==> config.mk <==
export PLATFORM = sky130hd
export DESIGN_NAME = fpm_mul
export DESIGN_NICKNAME = d
export VERILOG_FILES = /design/src/rtl/fpm_pkg.sv /design/src/rtl/fpm_unpack.sv /design/src/rtl/fpm_sig_mul.sv /design/src/rtl/fpm_round_pack.sv /design/src/rtl/fpm_mul.sv
export SDC_FILE = /design/constraint.sdc
export NUM_CORES = 2
export LEC_CHECK = 0
export BUFFER_PORTS_ARGS = -buffer_cell sky130_fd_sc_hd__buf_2
export CAP_MARGIN = 20
export CORE_ASPECT_RATIO = 1.2
export CORE_MARGIN = 3
export CORE_UTILIZATION = 65
export DETAILED_ROUTE_END_ITERATION = 7
export GPL_TIMING_DRIVEN = 0
export PLACE_DENSITY_LB_ADDON = 0.15
export SYNTH_ARGS = -nofsm -noshare
export SYNTH_HDL_FRONTEND = slang
export SYNTH_SLANG_ARGS = --single-unit
==> constraint.sdc <==
create_clock -name clk_i -period 11.5 [get_ports clk_i]
set_input_delay 1.15 -clock clk_i [delete_from_list [all_inputs] [get_ports clk_i]]
set_output_delay 1.15 -clock clk_i [all_outputs]
set_load 0.05 [all_outputs]
==> src/rtl/fpm_pkg.sv <==
package fpm_pkg;
  typedef enum logic [1:0] {
    RM_RNE = 2'd0,
    RM_RTZ = 2'd1,
    RM_RUP = 2'd2,
    RM_RDN = 2'd3
  } rmode_e;

  typedef enum logic [1:0] {
    K_FIN  = 2'd0,
    K_ZERO = 2'd1,
    K_INF  = 2'd2,
    K_NAN  = 2'd3
  } kind_e;
endpackage

==> src/rtl/fpm_unpack.sv <==
module fpm_unpack
  import fpm_pkg::*;
#(
  parameter int EXP_W  = 8,
  parameter int FRAC_W = 23
) (
  input  logic [EXP_W+FRAC_W:0] op_i,
  output logic                  sign_o,
  output logic [EXP_W-1:0]      exp_o,
  output logic [FRAC_W:0]       sig_o,
  output kind_e                 kind_o
);
  logic [FRAC_W-1:0] frac;
  logic              exp_max, exp_min;

  assign sign_o  = op_i[EXP_W+FRAC_W];
  assign exp_o   = op_i[EXP_W+FRAC_W-1:FRAC_W];
  assign frac    = op_i[FRAC_W-1:0];
  assign exp_max = &exp_o;
  assign exp_min = ~|exp_o;
  assign sig_o   = {1'b1, frac};

  // denormal inputs are treated as zero
  always_comb begin
    if (exp_max)      kind_o = (|frac) ? K_NAN : K_INF;
    else if (exp_min) kind_o = K_ZERO;
    else              kind_o = K_FIN;
  end
endmodule

==> src/rtl/fpm_sig_mul.sv <==
module fpm_sig_mul #(
  parameter int EXP_W  = 8,
  parameter int FRAC_W = 23,
  localparam int SIG_W  = FRAC_W + 1,
  localparam int PROD_W = 2 * SIG_W,
  localparam int XE_W   = EXP_W + 2,
  localparam int BIAS   = (1 << (EXP_W - 1)) - 1
) (
  input  logic [EXP_W-1:0]  exp_a_i,
  input  logic [EXP_W-1:0]  exp_b_i,
  input  logic [SIG_W-1:0]  sig_a_i,
  input  logic [SIG_W-1:0]  sig_b_i,
  output logic [XE_W-1:0]   exp_o,
  output logic [FRAC_W-1:0] frac_o,
  output logic              rnd_o,
  output logic              stk_o
);
  logic [PROD_W-1:0] prod;
  logic [XE_W-1:0]   esum;
  logic              hi;

  assign prod = PROD_W'(sig_a_i) * PROD_W'(sig_b_i);
  // two's complement: wraps to a negative value when the sum is below the bias
  assign esum = XE_W'(exp_a_i) + XE_W'(exp_b_i) - XE_W'(BIAS);
  assign hi   = prod[PROD_W-1];

  always_comb begin
    if (hi) begin
      exp_o  = esum + XE_W'(1);
      frac_o = prod[PROD_W-2 -: FRAC_W];
      rnd_o  = prod[FRAC_W];
      stk_o  = |prod[FRAC_W-1:0];
    end else begin
      exp_o  = esum;
      frac_o = prod[PROD_W-3 -: FRAC_W];
      rnd_o  = prod[FRAC_W-1];
      stk_o  = |prod[FRAC_W-2:0];
    end
  end
endmodule

==> src/rtl/fpm_round_pack.sv <==
module fpm_round_pack
  import fpm_pkg::*;
#(
  parameter int EXP_W  = 8,
  parameter int FRAC_W = 23,
  localparam int W    = 1 + EXP_W + FRAC_W,
  localparam int XE_W = EXP_W + 2,
  localparam int EMAX = (1 << EXP_W) - 1
) (
  input  kind_e             kind_i,
  input  logic              sign_i,
  input  logic [XE_W-1:0]   exp_i,
  input  logic [FRAC_W-1:0] frac_i,
  input  logic              rnd_i,
  input  logic              stk_i,
  input  rmode_e            rmode_i,
  output logic [W-1:0]      res_o,
  output logic              ovf_o,
  output logic              unf_o
);
  logic              inc, carry, inf_sel, big, tiny;
  logic [FRAC_W-1:0] frac_r;
  logic [XE_W-1:0]   exp_r;

  always_comb begin
    unique case (rmode_i)
      RM_RNE:  inc = rnd_i & (stk_i | frac_i[0]);
      RM_RTZ:  inc = 1'b0;
      RM_RUP:  inc = ~sign_i & (rnd_i | stk_i);
      default: inc = sign_i & (rnd_i | stk_i);
    endcase
  end

  // carry out of an all-ones fraction leaves a zero fraction and bumps the exponent
  assign {carry, frac_r} = {1'b0, frac_i} + (FRAC_W + 1)'(inc);
  assign exp_r   = exp_i + XE_W'(carry);
  assign big     = ~exp_r[XE_W-1] & (exp_r >= XE_W'(EMAX));
  assign tiny    = exp_r[XE_W-1] | (exp_r == '0);
  assign inf_sel = (rmode_i == RM_RNE) | ((rmode_i == RM_RUP) & ~sign_i) |
                   ((rmode_i == RM_RDN) & sign_i);

  always_comb begin
    ovf_o = 1'b0;
    unf_o = 1'b0;
    unique case (kind_i)
      K_NAN:  res_o = {1'b0, {EXP_W{1'b1}}, 1'b1, {(FRAC_W-1){1'b0}}};
      K_INF:  res_o = {sign_i, {EXP_W{1'b1}}, {FRAC_W{1'b0}}};
      K_ZERO: res_o = {sign_i, {(W-1){1'b0}}};
      default: begin
        if (big) begin
          ovf_o = 1'b1;
          res_o = inf_sel ? {sign_i, {EXP_W{1'b1}}, {FRAC_W{1'b0}}}
                          : {sign_i, {(EXP_W-1){1'b1}}, 1'b0, {FRAC_W{1'b1}}};
        end else if (tiny) begin
          unf_o = 1'b1;
          res_o = {sign_i, {(W-1){1'b0}}};
        end else begin
          res_o = {sign_i, exp_r[EXP_W-1:0], frac_r};
        end
      end
    endcase
  end
endmodule

==> src/rtl/fpm_mul.sv <==
module fpm_mul
  import fpm_pkg::*;
#(
  parameter int EXP_W  = 8,
  parameter int FRAC_W = 23,
  localparam int W     = 1 + EXP_W + FRAC_W,
  localparam int SIG_W = FRAC_W + 1,
  localparam int XE_W  = EXP_W + 2
) (
  input  logic         clk_i,
  input  logic         rst_ni,
  input  logic         valid_i,
  input  logic [W-1:0] a_i,
  input  logic [W-1:0] b_i,
  input  logic [1:0]   rmode_i,
  output logic         valid_o,
  output logic [W-1:0] result_o,
  output logic         ovf_o,
  output logic         unf_o
);
  logic [W-1:0]     ops   [2];
  logic             sgn   [2];
  logic [EXP_W-1:0] ex    [2];
  logic [SIG_W-1:0] sig   [2];
  kind_e            kind  [2];

  assign ops[0] = a_i;
  assign ops[1] = b_i;

  for (genvar g = 0; g < 2; g++) begin : g_unp
    fpm_unpack #(.EXP_W(EXP_W), .FRAC_W(FRAC_W)) u_unp (
      .op_i  (ops[g]),
      .sign_o(sgn[g]),
      .exp_o (ex[g]),
      .sig_o (sig[g]),
      .kind_o(kind[g])
    );
  end

  logic [XE_W-1:0]   m_exp;
  logic [FRAC_W-1:0] m_frac;
  logic              m_rnd, m_stk;

  fpm_sig_mul #(.EXP_W(EXP_W), .FRAC_W(FRAC_W)) u_mul (
    .exp_a_i(ex[0]),
    .exp_b_i(ex[1]),
    .sig_a_i(sig[0]),
    .sig_b_i(sig[1]),
    .exp_o  (m_exp),
    .frac_o (m_frac),
    .rnd_o  (m_rnd),
    .stk_o  (m_stk)
  );

  kind_e pk_d;
  always_comb begin
    if (kind[0] == K_NAN || kind[1] == K_NAN)                 pk_d = K_NAN;
    else if ((kind[0] == K_ZERO && kind[1] == K_INF) ||
             (kind[0] == K_INF  && kind[1] == K_ZERO))        pk_d = K_NAN;
    else if (kind[0] == K_INF || kind[1] == K_INF)            pk_d = K_INF;
    else if (kind[0] == K_ZERO || kind[1] == K_ZERO)          pk_d = K_ZERO;
    else                                                      pk_d = K_FIN;
  end

  // stage 1
  logic              s1_valid, s1_sign, s1_rnd, s1_stk;
  kind_e             s1_kind;
  logic [XE_W-1:0]   s1_exp;
  logic [FRAC_W-1:0] s1_frac;
  rmode_e            s1_rmode;

  always_ff @(posedge clk_i or negedge rst_ni) begin
    if (!rst_ni) begin
      s1_valid <= 1'b0;
      s1_sign  <= 1'b0;
      s1_rnd   <= 1'b0;
      s1_stk   <= 1'b0;
      s1_kind  <= K_FIN;
      s1_exp   <= '0;
      s1_frac  <= '0;
      s1_rmode <= RM_RNE;
    end else begin
      s1_valid <= valid_i;
      if (valid_i) begin
        s1_sign  <= sgn[0] ^ sgn[1];
        s1_rnd   <= m_rnd;
        s1_stk   <= m_stk;
        s1_kind  <= pk_d;
        s1_exp   <= m_exp;
        s1_frac  <= m_frac;
        s1_rmode <= rmode_e'(rmode_i);
      end
    end
  end

  logic [W-1:0] rp_res;
  logic         rp_ovf, rp_unf;

  fpm_round_pack #(.EXP_W(EXP_W), .FRAC_W(FRAC_W)) u_rnd (
    .kind_i (s1_kind),
    .sign_i (s1_sign),
    .exp_i  (s1_exp),
    .frac_i (s1_frac),
    .rnd_i  (s1_rnd),
    .stk_i  (s1_stk),
    .rmode_i(s1_rmode),
    .res_o  (rp_res),
    .ovf_o  (rp_ovf),
    .unf_o  (rp_unf)
  );

  // stage 2
  always_ff @(posedge clk_i or negedge rst_ni) begin
    if (!rst_ni) begin
      valid_o  <= 1'b0;
      result_o <= '0;
      ovf_o    <= 1'b0;
      unf_o    <= 1'b0;
    end else begin
      valid_o <= s1_valid;
      if (s1_valid) begin
        result_o <= rp_res;
        ovf_o    <= rp_ovf;
        unf_o    <= rp_unf;
      end
    end
  end
endmodule

==> results by group <==
Floorplanning
  • Site Rows: 75
  • Total Die Area: 38300 sq um
  • Core footprint: 35300 sq um
  • Die height: 214 microns
  • I/O pin count: 104
  • Starting Density: 0.664
  • Die Width: 179 microns

STA
  • Max Clock Skew: 0.00716 ns
  • Actual slew at the worst max-slew pin: 0.974 ns
  • Slew margin rel.: 0.351
  • Period utilization: 0.816
  • Achievable Freq: 0.107 GHz
  • Slew Limit Fails: 0
  • Min cycle time layout: 9.38 ns
  • Final hold violation count: 0
  • Final setup TNS: 0 ns
  • RSZ-0062 raised after global routing: false
  • Setup violators final: 0

Min path
  • HP Class: register to register
  • Hold Path Origin: s1_valid$_DFF_PN0_

CTS
  • TritonCTS clock tree: built
  • Clock transition at path regs: 0.06 ns
  • Root buffer cell: clkbuf_16
  • Num CTS Buffers: 9
  • Cts hold-fix bufs: 0
  • Clock buffer depth: 2
  • H-tree Lvls: 3
  • Postcts setup bufs: 0
  • PostCTS Resize Cnt: 0
  • Clock latency on the worst-skew pair: 0.34 ns
  • CTS Sinks: 76

Logic synthesis
  • Main combinational cell family by area after synthesis: adder cells
  • #FFs+latches synth: 76
  • Yosys warnings: 0
  • Post-synthesis compound-gate area fraction: 0.0711
  • Synthesized instance count: 2680
  • Post-synth top flop: dfrtp_1
  • Post-Synthesis Cell Area: 23400 sq um
  • Async S/R FF share, synth: 1.00
  • Fraction of synthesized area in multiplexers: 0.0107
  • Post-Syn Nets: 3421
  • Netlist cell types: 63
  • Post-Synth Adder-Cell Area: 0.514
  • Post-synthesis simple-gate area fraction: 0.165
  • Post-synthesis sequential area ratio: 0.0812
  • Synth Area in XOR/XNOR: 0.0348
  • Number of flops mapped to enable cells by yosys: 0
  • Post-synthesis area per instance: 8.74 sq um

Placed design
  • # placed instances: 3245
  • Dpl hpwl: 59100 microns
  • Global placement routability congestion: 1.07
  • Area post-placement: 24500 sq um
  • IO Port Bufs: 102

Finish
  • Non-Filler Instances: 3263
  • Filler cells: 2854
  • Post-route cell area: 24900 sq um
  • Most frequent cells in the layout: inv_1 (639), fa_1 (483), nand2_1 (315), and2_1 (254), ha_1 (189)
  • Post-Route Utilization: 0.705
  • Share of cells above drive strength 1: 0.0532
  • Area Overhead vs Synth: 6.30%
  • Commonest non-fill, non-tap cell in the layout: inv_1
  • Layout Nets: 3535

Worst setup path
  • Critical path class: primary input to register
  • Crit. End Element: register
  • CP max FO: 10
  • Worst setup path startpoint: a_i[7]
  • Crit path launch type: primary input
  • Critical Path AT: 9.60 ns
  • RR Startpoint: s1_rmode[1]$_DFFE_PN0P_
  • Worst Path Required: 11.72 ns

Global route
  • First-pass GRT wire length: 111000 microns
  • Largest net degree at the start of global routing: 67
  • Vias in the first global route: 20600
  • Gr ovfl total: 0
  • Total track usage: 0.381
  • Initial antenna violation count: 3

Route
  • Routed vias/inst: 5.82
  • Wirelength, routed: 70400 microns
  • DR iter-0 viols: 1376
  • Routed Antenna Nets: 0
  • Remaining DRCs: 0
  • Drt wl/cell: 21.6 microns
  • Via count: 19000
  • First-pass DRT Iterations: 5

Run status
  • Status: complete, no violations

Job
  • Maxcap violations: 0
-- worst max-delay path: stages --
cell and delay, ns:
buf_2 0.10, buf_1 0.65, inv_1 0.43, nor2_1 0.23, fa_1 0.46, fa_1 0.52, inv_1 0.05, fa_1 0.47
inv_1 0.05, fa_1 0.44, fa_1 0.50, fa_1 0.56, inv_1 0.06, fa_1 0.55, inv_1 0.06, ha_1 0.26
clkbuf_1 0.19, a21oi_1 0.29, o21ai_0 0.17, a221oi_1 0.53, o211ai_2 0.28, a31oi_4 0.28, o31a_4 0.19, xnor2_4 0.21
buf_2 0.38, nand2_1 0.11, xnor2_1 0.13, mux2_2 0.27
-- worst paths after layout --
kind | to | slack [ns] | cells past startpoint
min in group asynchronous | s1_exp[5]$_DFFE_PN0P_ | 0.65 | 1
max | s1_exp[6]$_DFFE_PN0P_ | 2.12 | 28
max reg2reg | result_o[12]$_DFFE_PN0P_ | 5.84 | 24
min reg2reg | valid_o$_DFF_PN0_ | 0.42 | 0
min | valid_o$_DFF_PN0_ | 0.42 | 0
max in group asynchronous | s1_frac[21]$_DFFE_PN0P_ | 10.28 | 2
-- layout make-up --
type,instances,area [sq um],share of cell area
repair buffers,103,541,0.0217
well taps,462,578,0.0232
clock buffers,10,239,0.00960
diodes,2,5.00,0.000201
inverters,643,2410,0.0970
plain buffers,123,474,0.0191
flip-flops and latches,76,1900,0.0764
clock inverters,6,111,0.00447
multi-input cells,1838,18600,0.748
-- Yosys cell counts, types with 5 or more instances --
| library cell | number | area, sq um |
|---|---|---|
| a211oi_1 | 5 | 37.5 |
| a21o_1 | 17 | 128 |
| a21oi_1 | 104 | 521 |
| a31oi_1 | 9 | 56.3 |
| and2_1 | 254 | 1590 |
| and3_1 | 17 | 106 |
| buf_1 | 7 | 26.3 |
| buf_2 | 7 | 35.0 |
| clkbuf_1 | 108 | 405 |
| dfrtp_1 | 76 | 1900 |
| fa_1 | 483 | 9670 |
| ha_1 | 189 | 2360 |
| inv_1 | 639 | 2400 |
| mux2_2 | 9 | 101 |
| mux2i_1 | 15 | 150 |
| nand2_1 | 315 | 1180 |
| nand2b_1 | 8 | 50.1 |
| nand3_1 | 27 | 135 |
| nand4_1 | 21 | 131 |
| nor2_1 | 97 | 364 |
| nor2b_1 | 13 | 81.3 |
| nor3_1 | 9 | 45.0 |
| nor4_1 | 17 | 106 |
| o211ai_1 | 8 | 60.1 |
| o21a_1 | 5 | 37.5 |
| o21ai_0 | 43 | 215 |
| o21ai_1 | 5 | 25.0 |
| o21bai_1 | 8 | 60.1 |
| o22ai_1 | 24 | 150 |
| xnor2_1 | 55 | 482 |
| xor2_1 | 35 | 307 |
-- metal layers --
metal	global-route usage	share of wire	wire length (microns)
met1	0.481	0.36	25500
met2	0.599	0.46	32300
met3	0.0878	0.10	7340
met4	0.222	0.074	5210
met5	0	0.00033	23
-- state kept, by name (all words and copies together) (netlist names) --
name      flops
s1_kind       2
ovf_o         1
s1_exp       10
s1_rmode      2
s1_rnd        1
s1_valid      1
unf_o         1
s1_stk        1
result_o     32
valid_o       1
s1_frac      23
s1_sign       1
-- metrics by stage --
stage | hold slack, ns | worst slack, ns
after floorplan | 0.372 | 3.67
after global placement | 0.381 | 1.98
after detailed placement | 0.400 | 1.90
after CTS | 0.413 | 2.24
after global routing | 0.430 | 1.90
final | 0.417 | 2.12
-- kinds of logic after synthesis --
logic type	after synthesis
buf+inv	766
fa+ha+maj	672
xor+xnor	91
simple gates	787
compound gates	264
flops	76
mux	24
Power is not shown: default switching activity piles up to over one toggle a cycle in this logic, so the estimate is an artifact.
